`config.mk`:
```
export PLATFORM = sky130hd
export DESIGN_NAME = cap_fifo_dma
export DESIGN_NICKNAME = d
export VERILOG_FILES = /design/src/rtl/cfd_pkg.sv /design/src/rtl/cfd_mem.sv /design/src/rtl/cfd_ctrl.sv /design/src/rtl/cfd_irq.sv /design/src/rtl/cap_fifo_dma.sv
export SDC_FILE = /design/constraint.sdc
export NUM_CORES = 2
export LEC_CHECK = 0
export ABC_AREA = 1
export BUFFER_PORTS_ARGS = -buffer_cell sky130_fd_sc_hd__buf_2
export CORE_ASPECT_RATIO = 0.9
export CORE_MARGIN = 2
export CORE_UTILIZATION = 35
export DETAILED_ROUTE_END_ITERATION = 10
export MAX_ROUTING_LAYER = met4
export PLACE_DENSITY = 0.48
export SLEW_MARGIN = 20
export SYNTH_ARGS = -nofsm -noshare
export SYNTH_HDL_FRONTEND = slang
export SYNTH_HIERARCHICAL = 1
export SYNTH_SLANG_ARGS = --single-unit
```
`constraint.sdc`:
```
create_clock -name clk -period 5 [get_ports clk]
set_input_delay 0.25 -clock clk [delete_from_list [all_inputs] [get_ports clk]]
set_output_delay 0.25 -clock clk [all_outputs]
set_load 0.05 [all_outputs]
```
`src/rtl/cfd_pkg.sv`:
```
package cfd_pkg;
   localparam int unsigned NUM_EV = 5;
   typedef enum int unsigned {
      EV_NONEMPTY = 0,
      EV_FULL     = 1,
      EV_THRESH   = 2,
      EV_OVFL     = 3,
      EV_UNFL     = 4
   } ev_idx_e;
endpackage

```
`src/rtl/cfd_mem.sv`:
```
module cfd_mem #(
   parameter int unsigned DATA_W = 32,
   parameter int unsigned DEPTH  = 128,
   parameter int unsigned PTR_W  = 7
) (
   input  logic              clk,
   input  logic              rst_n,
   input  logic              wr_go,
   input  logic [PTR_W-1:0]  wr_ptr,
   input  logic [DATA_W-1:0] wr_data,
   input  logic              rd_go,
   input  logic [PTR_W-1:0]  rd_ptr,
   output logic [DATA_W-1:0] rd_data
);
   logic [DATA_W-1:0] store [DEPTH];

   always_ff @(posedge clk) begin
      if (wr_go) store[wr_ptr] <= wr_data;
   end

   always_ff @(posedge clk or negedge rst_n) begin
      if (!rst_n)     rd_data <= '0;
      else if (rd_go) rd_data <= store[rd_ptr];
   end

   // a read that is not accepted keeps the output word
   p_hold_data_r5: assert property (@(posedge clk) disable iff (!rst_n)
      !rd_go |=> $stable(rd_data));
endmodule

```
`src/rtl/cfd_ctrl.sv`:
```
module cfd_ctrl #(
   parameter int unsigned DEPTH = 128,
   parameter int unsigned PTR_W = 7,
   parameter int unsigned LVL_W = 8
) (
   input  logic             clk,
   input  logic             rst_n,
   input  logic             wr_req,
   input  logic             rd_req,
   output logic             wr_go,
   output logic             rd_go,
   output logic [PTR_W-1:0] wr_ptr,
   output logic [PTR_W-1:0] rd_ptr,
   output logic [LVL_W-1:0] level,
   output logic [LVL_W-1:0] peak
);
   localparam logic [LVL_W-1:0] FULL_LVL = LVL_W'(DEPTH);
   localparam logic [PTR_W-1:0] LAST_PTR = PTR_W'(DEPTH - 1);

   logic [PTR_W-1:0] wr_nxt, rd_nxt;
   logic [LVL_W-1:0] lvl_nxt;

   assign wr_go = wr_req && (level != FULL_LVL);
   assign rd_go = rd_req && (level != '0);

   generate
      if ((DEPTH & (DEPTH - 1)) == 0) begin : g_pow2_wrap
         assign wr_nxt = wr_ptr + 1'b1;
         assign rd_nxt = rd_ptr + 1'b1;
      end else begin : g_cmp_wrap
         assign wr_nxt = (wr_ptr == LAST_PTR) ? '0 : wr_ptr + 1'b1;
         assign rd_nxt = (rd_ptr == LAST_PTR) ? '0 : rd_ptr + 1'b1;
      end
   endgenerate

   always_comb begin
      lvl_nxt = level;
      case ({wr_go, rd_go})
         2'b10:   lvl_nxt = level + 1'b1;
         2'b01:   lvl_nxt = level - 1'b1;
         default: lvl_nxt = level;
      endcase
   end

   always_ff @(posedge clk or negedge rst_n) begin
      if (!rst_n) begin
         wr_ptr <= '0;
         rd_ptr <= '0;
         level  <= '0;
         peak   <= '0;
      end else begin
         if (wr_go) wr_ptr <= wr_nxt;
         if (rd_go) rd_ptr <= rd_nxt;
         level <= lvl_nxt;
         if (lvl_nxt > peak) peak <= lvl_nxt;
      end
   end

   // level never exceeds depth
   p_level_bound_r3: assert property (@(posedge clk) disable iff (!rst_n)
      level <= FULL_LVL);
   // write at full leaves the write pointer
   p_ovfl_ptr_r4: assert property (@(posedge clk) disable iff (!rst_n)
      (wr_req && level == FULL_LVL) |=> $stable(wr_ptr));
   // peak never below current level
   p_peak_cover_r8: assert property (@(posedge clk) disable iff (!rst_n)
      peak >= level);
   // peak never decreases
   p_peak_mono_r8: assert property (@(posedge clk) disable iff (!rst_n)
      rd_go |=> peak >= $past(peak));
endmodule

```
`src/rtl/cfd_irq.sv`:
```
module cfd_irq #(
   parameter int unsigned NUM_EV = 5
) (
   input  logic              clk,
   input  logic              rst_n,
   input  logic [NUM_EV-1:0] ev,
   input  logic [NUM_EV-1:0] clr,
   input  logic [NUM_EV-1:0] en,
   output logic [NUM_EV-1:0] stat,
   output logic              irq
);
   logic [NUM_EV-1:0] masked;

   generate
      for (genvar i = 0; i < NUM_EV; i++) begin : g_flag
         always_ff @(posedge clk or negedge rst_n) begin
            if (!rst_n)      stat[i] <= 1'b0;
            else if (ev[i])  stat[i] <= 1'b1;
            else if (clr[i]) stat[i] <= 1'b0;
         end
         assign masked[i] = stat[i] & en[i];

         // an event is latched on the next edge
         p_set_r9: assert property (@(posedge clk) disable iff (!rst_n)
            ev[i] |=> stat[i]);
         // a clear with no event empties the flag
         p_clr_r10: assert property (@(posedge clk) disable iff (!rst_n)
            (clr[i] && !ev[i]) |=> !stat[i]);
         // without clear the flag does not drop
         p_keep_r10: assert property (@(posedge clk) disable iff (!rst_n)
            (stat[i] && !clr[i]) |=> stat[i]);
      end
   endgenerate

   assign irq = |masked;
endmodule

```
`src/rtl/cap_fifo_dma.sv`:
```
module cap_fifo_dma #(
   parameter int unsigned DATA_W = 32,
   parameter int unsigned DEPTH  = 128,
   parameter int unsigned PTR_W  = $clog2(DEPTH),
   parameter int unsigned LVL_W  = $clog2(DEPTH + 1)
) (
   input  logic                       clk,
   input  logic                       rst_n,
   input  logic                       wr_en,
   input  logic [DATA_W-1:0]          wr_data,
   input  logic                       rd_en,
   output logic [DATA_W-1:0]          rd_data,
   input  logic [PTR_W-1:0]           thr_code,
   input  logic                       dma_en,
   input  logic [cfd_pkg::NUM_EV-1:0] irq_en,
   input  logic [cfd_pkg::NUM_EV-1:0] stat_clr,
   output logic [cfd_pkg::NUM_EV-1:0] stat,
   output logic                       dma_req,
   output logic                       irq,
   output logic [PTR_W-1:0]           wr_ptr,
   output logic [PTR_W-1:0]           rd_ptr,
   output logic [LVL_W-1:0]           level,
   output logic [LVL_W-1:0]           peak
);
   import cfd_pkg::*;

   localparam logic [LVL_W-1:0] FULL_LVL = LVL_W'(DEPTH);

   generate
      if (DEPTH < 2) begin : g_bad_depth
         $error("cap_fifo_dma: DEPTH must be at least 2");
      end
      if (PTR_W != $clog2(DEPTH)) begin : g_bad_ptr
         $error("cap_fifo_dma: PTR_W must equal clog2(DEPTH)");
      end
      if (LVL_W != $clog2(DEPTH + 1)) begin : g_bad_lvl
         $error("cap_fifo_dma: LVL_W must equal clog2(DEPTH+1)");
      end
      if (DATA_W == 0) begin : g_bad_data
         $error("cap_fifo_dma: DATA_W must be nonzero");
      end
   endgenerate

   logic             wr_go, rd_go;
   logic [LVL_W-1:0] thr_lvl;
   logic             at_thr;
   logic [NUM_EV-1:0] ev;

   cfd_ctrl #(.DEPTH(DEPTH), .PTR_W(PTR_W), .LVL_W(LVL_W)) ctrl_i (
      .clk(clk), .rst_n(rst_n), .wr_req(wr_en), .rd_req(rd_en),
      .wr_go(wr_go), .rd_go(rd_go), .wr_ptr(wr_ptr), .rd_ptr(rd_ptr),
      .level(level), .peak(peak));

   cfd_mem #(.DATA_W(DATA_W), .DEPTH(DEPTH), .PTR_W(PTR_W)) mem_i (
      .clk(clk), .rst_n(rst_n), .wr_go(wr_go), .wr_ptr(wr_ptr),
      .wr_data(wr_data), .rd_go(rd_go), .rd_ptr(rd_ptr), .rd_data(rd_data));

   assign thr_lvl = LVL_W'(thr_code) + 1'b1;
   assign at_thr  = (level >= thr_lvl);
   assign dma_req = dma_en && at_thr;

   always_comb begin
      ev              = '0;
      ev[EV_NONEMPTY] = (level != '0);
      ev[EV_FULL]     = (level == FULL_LVL);
      ev[EV_THRESH]   = at_thr;
      ev[EV_OVFL]     = wr_en && (level == FULL_LVL);
      ev[EV_UNFL]     = rd_en && (level == '0);
   end

   cfd_irq #(.NUM_EV(NUM_EV)) irq_i (
      .clk(clk), .rst_n(rst_n), .ev(ev), .clr(stat_clr), .en(irq_en),
      .stat(stat), .irq(irq));

   // disabled DMA never requests
   p_dma_off_r7: assert property (@(posedge clk) disable iff (!rst_n)
      !dma_en |-> !dma_req);
   // underflow read changes neither data nor level
   p_unfl_r5: assert property (@(posedge clk) disable iff (!rst_n)
      (rd_en && !wr_en && level == '0) |=> ($stable(rd_data) && level == '0));
   // overflow flag follows a write at full
   p_ovfl_flag_r4: assert property (@(posedge clk) disable iff (!rst_n)
      (wr_en && level == FULL_LVL) |=> stat[EV_OVFL]);
   // request implies level reached the threshold
   p_req_level_r6: assert property (@(posedge clk) disable iff (!rst_n)
      dma_req |-> level != '0);
endmodule

```
==> PnR_summary.wiki <==
{| class="wikitable"
! Metric !! Value
|-
| Worst-case vdd ir drop || between 0.0004 and 0.0005 V
|-
| Ports placed on the boundary || 123
|-
| Post-CTS Setup Inserts || 0
|-
| Crit path arrival time || between 5 and 6 ns
|-
| Non-filler instance count after layout || between 20k and 25k
|-
| Vias in the first global route || 103.4k
|-
| Routed WL || about 560000 µm
|-
| Worst path required time || between 5 and 6 ns
|-
| EDFF count, synth || a little over 4k
|-
| Final nets || roughly 14k
|-
| Syn avg cell area || roughly 12 µm²
|-
| Latest clock arrival within the worst-skew pair || about 1.0 ns
|-
| Hold-fix buffers, CTS || 50
|-
| Beginning of the worst register-to-register path || ctrl_i/level[1]
|-
| Worst Setup Start Kind || flop
|-
| Most instantiated flip-flop cell in the synthesis netlist || sky130_fd_sc_hd__edfxtp_1
|-
| Static Leakage || 0.06653 µW
|-
| Shortest period the worst path allows || approximately 4.4 ns
|-
| Via count || between 100k and 150k
|-
| Hold Startpoint || wr_data[6]
|-
| Synthesized netlist net count || approximately 14k
|-
| Global route total overflow || 0
|-
| Remaining number of nets flagged by the antenna check after routing || 0
|-
| Number of design rule violations left after detail routing || 0
|-
| DP HPWL || between 300000 and 400000 µm
|-
| Flip-flop and latch count after synthesis || 4163
|-
| Pin count of the biggest net entering global routing || 147
|-
| Layout overhead on the synthesized area || 13.97%
|-
| Peak clock frequency supported by timing || around 0.23 GHz
|-
| Router iterations before antenna repair || 8
|-
| Post-placement cell count || a little under 20k
|-
| CP Max Fanout || 11
|-
| Worst-case clock buffer depth || 4
|-
| Start-to-end type of the worst setup path || flop to flop
|-
| Worst min-delay path category || input pin to flop
|-
| Number of DRC violations after detailed-routing iteration 0 || ~12k
|-
| Run status || completed
|-
| Worst Max-Slew Pin Slew || ~1.1 ns
|-
| Number of distinct standard cells referenced by the synthesized netlist || 37
|-
| Floorplan core area || around 480000 µm²
|-
| Count of instances resized after the clock tree is built || 0
|-
| Die W || 734.6 µm
|-
| Crit. End Element || flop
|-
| Number of maximum-capacitance constraint violations || 0
|-
| CTS root buffer || sky130_fd_sc_hd__clkbuf_16
|-
| Initial antenna violation count || 30
|-
| Die extent in y || ~660 µm
|-
| Post-Route Setup TNS || 0 ns
|-
| Largest clock skew in the final design || about 0.058 ns
|-
| Number of buffers created by CTS || 430
|-
| Worst relative slew slack || ~26%
|-
| Share of synthesized flip-flops with an asynchronous set or reset || about 1.6%
|-
| Port bufs || approximately 120
|-
| Top cells by area in the synthesized netlist || sky130_fd_sc_hd__edfxtp_1 73%, sky130_fd_sc_hd__nand3_1 12%, sky130_fd_sc_hd__nand2_1 9.7%
|-
| Final clock period utilization by the worst path || about 87%
|-
| Setup-failing EPs final || 0
|-
| Clock sink total || about 4.2k
|-
| Clock tree from TritonCTS || built
|-
| Fraction of final layout cells with drive strength greater than 1 || a little under a tenth
|-
| Cells after synthesis || about 14k
|-
| Proportion of synthesized chip area in sequential cells || between 70% and 80%
|-
| Wire length of the first global-routing pass || 793600 µm
|-
| Aggregate global-route resource usage || between 20% and 30%
|-
| Effective utilization at floorplan || between 30% and 40%
|-
| Full die area || 485900 µm²
|-
| Cell area after technology mapping || between 150000 and 200000 µm²
|-
| H-tree depth || 5
|-
| Final weighted congestion in routability-driven placement || 0.8563
|-
| Final max-slew violation count || 0
|-
| Setup repair after global routing missed its margin || no
|-
| Critical Path Start || ctrl_i/level[1]
|-
| Via density per instance || around 5.3
|-
| Post-synth top area cell || sky130_fd_sc_hd__edfxtp_1
|-
| Cell Pwr Density || about 570 nW/µm²
|-
| Number of core rows || about 240
|-
| Total of warnings raised by yosys || 6
|-
| Fraction of synthesized cell area taken by the top area cell type || roughly 73%
|-
| Hold Vio Cnt, Final || 0
|-
| CTS clock-pin slew for the worst setup and hold paths || roughly 0.06 ns
|-
| Average wire length per cell after detail routing || 27.18 µm
|}
[area by class of cell]
class	count	area [µm²]
clock inverter	250	2296
sequential	4163	124700
inverter	78	346.6
clock buffer	545	11300
antenna	15	37.54
fill	45150	286900
tap	6318	7905
multi-input combinational	8674	39090
timing repair buffer	612	5932
[placed cells by master (no fill, tap or decap), drive strengths merged]
cell	netlist	layout
fa	1	1
nor3b	1	1
diode	0	15
clkinvlp	0	5
nor3	12	12
a21oi	8	8
and2	2	2
xor2	10	10
a21o	2	2
inv	78	89
dlygate4sd3	0	49
ha	26	26
dfrtp	67	67
nor2	158	158
o21ai	9	9
buf	793	563
edfxtp	4096	4096
clkinv	0	200
nand4	5	5
nand2	4364	4364
o21bai	5	5
bufinv	0	34
xnor2	9	9
nand3b	2	2
nand3	4055	4055
or2	5	5
clkbuf	125	545
[synthesized netlist by cell type (2+ instances only)]
library cell and n:
sky130_fd_sc_hd__nand3_1 4054, sky130_fd_sc_hd__inv_2 6, sky130_fd_sc_hd__clkbuf_1 125, sky130_fd_sc_hd__inv_1 70
sky130_fd_sc_hd__ha_1 26, sky130_fd_sc_hd__nor3_1 12, sky130_fd_sc_hd__buf_4 81, sky130_fd_sc_hd__and2_1 2
sky130_fd_sc_hd__xor2_1 10, sky130_fd_sc_hd__edfxtp_1 4096, sky130_fd_sc_hd__o21ai_2 3, sky130_fd_sc_hd__nor2_1 157
sky130_fd_sc_hd__buf_6 75, sky130_fd_sc_hd__inv_4 2, sky130_fd_sc_hd__o21ai_0 4, sky130_fd_sc_hd__buf_1 102
sky130_fd_sc_hd__nand4_1 5, sky130_fd_sc_hd__nand2_2 3, sky130_fd_sc_hd__or2_1 4, sky130_fd_sc_hd__a21oi_1 7
sky130_fd_sc_hd__buf_2 530, sky130_fd_sc_hd__dfrtp_1 67, sky130_fd_sc_hd__nand2_1 4361, sky130_fd_sc_hd__buf_8 5
sky130_fd_sc_hd__o21bai_1 5, sky130_fd_sc_hd__o21ai_1 2, sky130_fd_sc_hd__xnor2_1 9
[critical path, cell delays in order, from the launching register on]
cell,delay [ns]
sky130_fd_sc_hd__dfrtp_1,0.35
sky130_fd_sc_hd__buf_4,0.16
sky130_fd_sc_hd__nor2_1,0.12
sky130_fd_sc_hd__nand4_1,0.13
sky130_fd_sc_hd__nor2_1,0.17
sky130_fd_sc_hd__nand2_1,0.10
sky130_fd_sc_hd__nand2_2,0.30
sky130_fd_sc_hd__inv_2,0.08
sky130_fd_sc_hd__ha_1,0.35
sky130_fd_sc_hd__ha_1,0.40
sky130_fd_sc_hd__or2_1,0.26
sky130_fd_sc_hd__nand3_1,0.12
sky130_fd_sc_hd__nand2_1,0.07
sky130_fd_sc_hd__nand2_1,0.08
sky130_fd_sc_hd__nand3_1,0.10
sky130_fd_sc_hd__nand2_1,0.09
sky130_fd_sc_hd__inv_1,0.05
sky130_fd_sc_hd__ha_1,0.28
sky130_fd_sc_hd__nand2_1,0.09
sky130_fd_sc_hd__nor2_2,0.16
sky130_fd_sc_hd__nand2_1,0.10
sky130_fd_sc_hd__a21oi_2,0.48
sky130_fd_sc_hd__nand3_1,0.16
sky130_fd_sc_hd__nand2_1,0.09
[flip-flops by register name, summed over array words and instances (netlist names)]
signal         flops
ctrl_i/level       8
irq_i/stat         5
mem_i/rd_data     32
ctrl_i/wr_ptr      7
mem_i/store     4096
ctrl_i/rd_ptr      7
ctrl_i/peak        8
[power by group]
part           internal (µW)  total, µW  leakage, µW  switching (µW)
Combinational           9720      37900       0.0223           28200
Clock                  17700      31700      0.00664           13900
Sequential             39100      39800       0.0376             702
[logic make-up after synthesis]
family / Yosys count / share of synthesized area, %
and+or+nand+nor: 8604 / 22.28
DFF: 4163 / 74.16
adders and majority gates: 27 / 0.2054
AOI/OAI and AO/OA: 24 / 0.09155
xor gates and xnor gates: 19 / 0.09898
buffers and inverters: 996 / 3.170
[metal layers]
layer | vias up | track usage, % | share of wire [%]
met5 | - | - | 0
met4 | 0 | 6.772 | 3.3
met3 | 762 | 2.744 | 6.5
met2 | 3803 | 35.87 | 46
met1 | 55830 | 32.14 | 44
li1 | 49690 | - | -
[through the flow]
stage                     utilization (%)  power [µW]  worst slack, ns  hold WS, ns  instance area [µm²]
after floorplan                         -       63420           0.6152     -0.04559               168100
after global placement              37.08       78530           0.5126       0.4120               177500
after detailed placement            37.08       78560           0.7098       0.4150               177500
after CTS                           40.03      110200           0.6814      0.08349               191600
after global routing                40.03      114400           0.2341       0.1292               191600
final                               40.04      109400           0.6390       0.1568               191600
[path summary, 6_finish.rpt]
check	end	slack [ns]	cells after the start
min in group asynchronous	mem_i/rd_data[28]	0.39	4
max in group asynchronous	ctrl_i/rd_ptr[5]	4.16	4
min	mem_i/store[34][6]	0.16	2
max reg2reg	ctrl_i/peak[6]	0.64	23
min reg2reg	mem_i/rd_data[29]	0.48	2
max	ctrl_i/peak[6]	0.64	23
No activity file was read; power rests on OpenSTA's default activity.
